File: config.mk
export PLATFORM = sky130hd
export DESIGN_NAME = hazard_unit
export DESIGN_NICKNAME = d
export VERILOG_FILES = /design/src/rtl/hzd_pkg.sv /design/src/rtl/hzd_fwd_sel.sv /design/src/rtl/hzd_load_use.sv /design/src/rtl/hzd_flush_ctl.sv /design/src/rtl/hazard_unit.sv
export SDC_FILE = /design/constraint.sdc
export NUM_CORES = 1
export LEC_CHECK = 0
export ABC_AREA = 1
export ABC_CLOCK_PERIOD_IN_PS = 1100
export BUFFER_PORTS_ARGS = -buffer_cell sky130_fd_sc_hd__buf_2
export CAP_MARGIN = 10
export CELL_PAD_IN_SITES_DETAIL_PLACEMENT = 2
export CELL_PAD_IN_SITES_GLOBAL_PLACEMENT = 2
export CORE_ASPECT_RATIO = 1.2
export CORE_MARGIN = 1.5
export CORE_UTILIZATION = 15
export DETAILED_ROUTE_END_ITERATION = 8
export PLACE_DENSITY = 0.82
export SYNTH_ARGS = -nofsm -noshare
export SYNTH_HDL_FRONTEND = slang
export SYNTH_SLANG_ARGS = --single-unit
File: constraint.sdc
create_clock -name clk -period 1.1 [get_ports clk]
set_input_delay 0.165 -clock clk [delete_from_list [all_inputs] [get_ports clk]]
set_output_delay 0.165 -clock clk [all_outputs]
set_load 0.05 [all_outputs]
File: src/rtl/hzd_pkg.sv
package hzd_pkg;
  typedef enum logic [1:0] {
    FWD_RF    = 2'b00,
    FWD_EXMEM = 2'b01,
    FWD_MEMWB = 2'b10
  } fwd_sel_e;
endpackage

File: src/rtl/hzd_fwd_sel.sv
module hzd_fwd_sel
  import hzd_pkg::*;
#(
  parameter int REG_AW = 5
) (
  input  logic [REG_AW-1:0] src,
  input  logic [REG_AW-1:0] mem_rd,
  input  logic              mem_we,
  input  logic [REG_AW-1:0] wb_rd,
  input  logic              wb_we,
  output fwd_sel_e          sel
);
  logic src_live;
  logic hit_mem;
  logic hit_wb;

  assign src_live = (src != '0);
  assign hit_mem  = src_live && mem_we && (mem_rd == src);
  assign hit_wb   = src_live && wb_we  && (wb_rd  == src);

  // youngest producer first
  always_comb begin
    if (hit_mem)     sel = FWD_EXMEM;
    else if (hit_wb) sel = FWD_MEMWB;
    else             sel = FWD_RF;
  end
endmodule

File: src/rtl/hzd_load_use.sv
module hzd_load_use #(
  parameter int REG_AW  = 5,
  parameter int NUM_SRC = 2
) (
  input  logic                           clk,
  input  logic                           rst,
  input  logic [NUM_SRC-1:0][REG_AW-1:0] id_src,
  input  logic [REG_AW-1:0]              ex_rd,
  input  logic                           ex_we,
  input  logic                           ex_is_load,
  input  logic                           flush,
  output logic                           stall
);
  logic [NUM_SRC-1:0] src_hit;
  logic               load_live;
  logic               stall_q;

  assign load_live = ex_is_load && ex_we && (ex_rd != '0);

  for (genvar i = 0; i < NUM_SRC; i++) begin : g_match
    assign src_hit[i] = load_live && (id_src[i] == ex_rd);
  end

  assign stall = (|src_hit) && !stall_q && !flush && !rst;

  always_ff @(posedge clk) begin
    if (rst) stall_q <= 1'b0;
    else     stall_q <= stall;
  end

  AST_STALL_ONE_CYCLE: assert property (@(posedge clk) disable iff (rst)
    stall |=> !stall);
  AST_STALL_NEEDS_LOAD: assert property (@(posedge clk) disable iff (rst)
    stall |-> (ex_is_load && ex_we && ex_rd != '0));
endmodule

File: src/rtl/hzd_flush_ctl.sv
module hzd_flush_ctl (
  input  logic clk,
  input  logic rst,
  input  logic redirect_nopred,
  input  logic redirect_mispredict,
  output logic flush_any,
  output logic ifid_flush,
  output logic idex_flush
);
  assign flush_any  = !rst && (redirect_nopred || redirect_mispredict);
  assign ifid_flush = flush_any;
  assign idex_flush = flush_any;

  AST_FLUSH_ON_REDIRECT: assert property (@(posedge clk) disable iff (rst)
    (redirect_nopred || redirect_mispredict) |-> (ifid_flush && idex_flush));
endmodule

File: src/rtl/hazard_unit.sv
module hazard_unit
  import hzd_pkg::*;
#(
  parameter int REG_AW = 5
) (
  input  logic              clk,
  input  logic              rst,
  input  logic [REG_AW-1:0] id_rs1,
  input  logic [REG_AW-1:0] id_rs2,
  input  logic [REG_AW-1:0] ex_rs1,
  input  logic [REG_AW-1:0] ex_rs2,
  input  logic [REG_AW-1:0] ex_rd,
  input  logic              ex_we,
  input  logic              ex_is_load,
  input  logic [REG_AW-1:0] mem_rd,
  input  logic              mem_we,
  input  logic [REG_AW-1:0] wb_rd,
  input  logic              wb_we,
  input  logic              redirect_nopred,
  input  logic              redirect_mispredict,
  output logic [1:0]        fwd_a_sel,
  output logic [1:0]        fwd_b_sel,
  output logic              pc_hold,
  output logic              ifid_hold,
  output logic              idex_bubble,
  output logic              ifid_flush,
  output logic              idex_flush
);
  localparam int NUM_SRC = 2;

  logic [NUM_SRC-1:0][REG_AW-1:0] ex_src;
  logic [NUM_SRC-1:0][REG_AW-1:0] id_src;
  fwd_sel_e                       sel [NUM_SRC];
  logic                           flush_any;
  logic                           stall;

  assign ex_src = {ex_rs2, ex_rs1};
  assign id_src = {id_rs2, id_rs1};

  for (genvar i = 0; i < NUM_SRC; i++) begin : g_fwd
    hzd_fwd_sel #(.REG_AW(REG_AW)) u_fwd (
      .src    (ex_src[i]),
      .mem_rd (mem_rd),
      .mem_we (mem_we),
      .wb_rd  (wb_rd),
      .wb_we  (wb_we),
      .sel    (sel[i])
    );
  end

  assign fwd_a_sel = sel[0];
  assign fwd_b_sel = sel[1];

  hzd_flush_ctl u_flush (
    .clk                 (clk),
    .rst                 (rst),
    .redirect_nopred     (redirect_nopred),
    .redirect_mispredict (redirect_mispredict),
    .flush_any           (flush_any),
    .ifid_flush          (ifid_flush),
    .idex_flush          (idex_flush)
  );

  hzd_load_use #(.REG_AW(REG_AW), .NUM_SRC(NUM_SRC)) u_lu (
    .clk        (clk),
    .rst        (rst),
    .id_src     (id_src),
    .ex_rd      (ex_rd),
    .ex_we      (ex_we),
    .ex_is_load (ex_is_load),
    .flush      (flush_any),
    .stall      (stall)
  );

  assign pc_hold     = stall;
  assign ifid_hold   = stall;
  assign idex_bubble = stall;

  AST_X0_NOT_FORWARDED: assert property (@(posedge clk) disable iff (rst)
    (ex_rs1 == '0) |-> (fwd_a_sel == 2'b00));
  AST_SEL_LEGAL: assert property (@(posedge clk) disable iff (rst)
    (fwd_a_sel != 2'b11) && (fwd_b_sel != 2'b11));
  AST_YOUNGEST_WINS: assert property (@(posedge clk) disable iff (rst)
    (mem_we && mem_rd != '0 && mem_rd == ex_rs2) |-> (fwd_b_sel == 2'b01));
  AST_FLUSH_OVER_STALL: assert property (@(posedge clk) disable iff (rst)
    ifid_flush |-> (!pc_hold && !ifid_hold && !idex_bubble));
  AST_RESET_QUIET: assert property (@(posedge clk)
    rst |-> !(pc_hold || ifid_hold || idex_bubble || ifid_flush || idex_flush));
endmodule

==> flow_metrics.tcl <==
set metrics [dict create \
    start_util_pct 15.7 \
    place.gp.congestion 0.769 \
    critical_path_required_ns 0.94 \
    drv_cap 0 \
    synth_cell_type_count 16 \
    whs_path_depth 4 \
    worstPathArrival_ns 1.09 \
    worstRegToRegCells 3 \
    clock_latency_ns 0 \
    nFillCells 498 \
    slew_violations 0 \
    tns_ns -0.756 \
    syn_inst 133 \
    seq_area_frac_synth_pct 3.21 \
    grt_pass1_vias 1088 \
    regMostFlops "u_lu.stall_q" \
    vias 1028 \
    drtPass1Iterations 2 \
    r2r_start "u_lu.stall_q" \
    antenna_found_initial 0 \
    die-area_um2 4550 \
    holdPathEnd "u_lu.stall_q" \
    violations "negative setup slack" \
    power_leakage_nw 0.739 \
    fmax_ghz 0.799 \
    finalCriticalPeriod_ns 1.25 \
    critPathCaptureType "output port" \
    vdd_drop_max_v 0.000130 \
    grt_usage_pct 13.8 \
    place_area_um2 975 \
    route.detailed.drc 0 \
    grt_max_degree 6 \
    setup_slack_ns -0.151 \
    synth.area.top_cells "nand2_1 (27%), inv_1 (14%), nor2_1 (13%)" \
    die_x_um 61.8 \
    ant_nets 0 \
    worstHoldStart "redirect_nopred" \
    fp-row-count 25 \
    skew_ns 0 \
    synth_top_area_share_pct 27.1 \
    area_growth_pct 140 \
    wl_met1_mm 1.22 \
    cpPeakStageDelay_ns 0.23 \
    wire_per_inst_um 14.4 \
    top_layer_used "met4" \
    total_power_w 0.000596 \
    r2r_end "u_lu.stall_q" \
    final_nets 234 \
    drt_iter0_drc 6 \
    die_h_um 73.6 \
    stdcell_area_um2 1500 \
    critPathMaxFanout 3 \
    antenna_cells 0 \
    fin_crit_sh_pct 114 \
    clk_pin_slew_ns 0 \
    crit_type "in2out" \
    dp_slack_ns -0.274 \
    synth_top_area_cell "nand2_1" \
    post-route-util_pct 37.7 \
    slew_headroom_pct 84.0 \
    r2r_slack_ns 0.36 \
    slowest_stage "a21oi_4" \
    ctsHoldBuffers 0 \
    tightest_slew_ns 0.238 \
    pin_count 52 \
    yosys_warnings 0 \
    ff_latch_area_um2 20.0 \
    status "finished, violations left" \
    synth_seq_cells 1 \
    hp-class "in2reg" \
    start_kind "primary input" \
    core_um2 3970 \
    largest_register_ffs 1 \
    grt_overflow 0 \
    synthesis.nets 176 \
    setup_viol 7 \
    portBuffers 51 \
    syn_avg_cell_area_um2 4.68 \
    largestRegisters "u_lu.stall_q: 1 flops" \
    wl_met3_um 43 \
    vias_per_cell 4.23 \
    routed_wl_mm 3.50 \
    hpwl_mm 2.46 \
    synth_area_um2 623 \
    dr_wl_met2_mm 2.22 \
    multi_input_area_um2 717 \
    powerDensity_nw_per_um2 398 \
    drive_gt1_share_pct 68.3 \
    hold_viol 0 \
    worstPathCellList "buf_6, inv_2, nand2_2, nand2_2, nor2_4, nand3_2, a21oi_4, buf_6" \
    grt_pass1_wl_mm 4.82 \
    rsz0062_at_grt "true" \
]
==> worst max-delay path, delay by kind of cell <==
| kind | cells | cell delay, ns |
|---|---|---|
| and+or+nand+nor | 4 | 0.37 |
| buffers and inverters | 3 | 0.31 |
| AOI/OAI and AO/OA | 1 | 0.23 |
==> logic make-up after synthesis <==
| family | Yosys count | share of synthesized area, % |
|---|---|---|
| AOI/OAI and AO/OA | 11 | 8.83 |
| buffers and inverters | 30 | 21.1 |
| and+or+nand+nor | 81 | 52.8 |
| xor gates and xnor gates | 10 | 14.1 |
| DFF | 1 | 3.21 |
==> per-stage QoR <==
step           hold WS [ns]  std cells
6_report              0.522        243
5_1_grt               0.545        243
4_1_cts               0.518        242
3_5_place_dp          0.571        238
3_3_place_gp          0.560        238
2_1_floorplan         0.422        133
==> worst max-delay path by stage <==
stage	from	end	slack, ns	cells past startpoint
5_1_grt	id_rs1[3]	pc_hold	-0.20	8
2_1_floorplan	ex_rd[1]	ifid_hold	-0.25	5
3_5_place_dp	ex_rd[4]	idex_bubble	-0.27	6
6_report	ex_rd[4]	idex_bubble	-0.15	8
3_3_place_gp	ex_rd[1]	idex_bubble	-0.20	6
4_1_cts	ex_rd[2]	idex_bubble	-0.11	7
==> cells in the final DEF, fill, tap and decap left out, types with 2 or more instances in the layout <==
cell type and instances:
buf_6 17, nand2_2 13, inv_6 3, o21ai_1 2, nor2_1 9, nor2_2 10, nand2_1 31, xnor2_2 8
o21ai_2 7, nor2_4 5, inv_1 10, inv_4 7, buf_8 13, buf_2 21, inv_2 5, nand4_1 3
buf_4 10, nand3_2 5
==> layer usage <==
layer / GRT usage [%] / vias up
li1: - / 515
met1: 14.6 / 495
met3: 0 / 2
met5: 0 / -
met2: 30.2 / 16
met4: 0 / 0
==> where the power goes <==
group | total (W) | leakage [nW] | internal, W | switching (W)
combinational | 0.000559 | 0.731 | 0.000276 | 0.000283
sequential | 0.0000372 | 0.00805 | 0.0000371 | 0.0000000297
clock | 0 | 0 | 0 | 0
==> area by class of cell <==
| type | count | area share, % |
|---|---|---|
| Inverter | 25 | 8.44 |
| Sequential cell | 1 | 1.34 |
| Timing Repair Buffer | 61 | 37.8 |
| Tap cell | 54 | 4.51 |
| Multi-Input combinational cell | 102 | 47.9 |
==> synthesized netlist by cell type <==
| cell type | count |
|---|---|
| buf_4 | 5 |
| a21oi_1 | 2 |
| xor2_1 | 1 |
| nor2_2 | 2 |
| and3_1 | 1 |
| inv_1 | 24 |
| o21ai_1 | 1 |
| inv_2 | 1 |
| xnor2_1 | 9 |
| o21ai_0 | 8 |
| nor2_1 | 22 |
| nand4_1 | 3 |
| nand2_1 | 45 |
| nand3_1 | 7 |
| dfxtp_1 | 1 |
| nor3_1 | 1 |
==> timing repair <==
action / 4_1_cts / 5_1_grt
gates cloned: 0 / 0
resized for setup: 85 / 62
buffers inserted: 4 / 1
pin swaps: 29 / 28
endpoints found under the setup margin: 7 / 8
(Power assumes the default switching activity.)
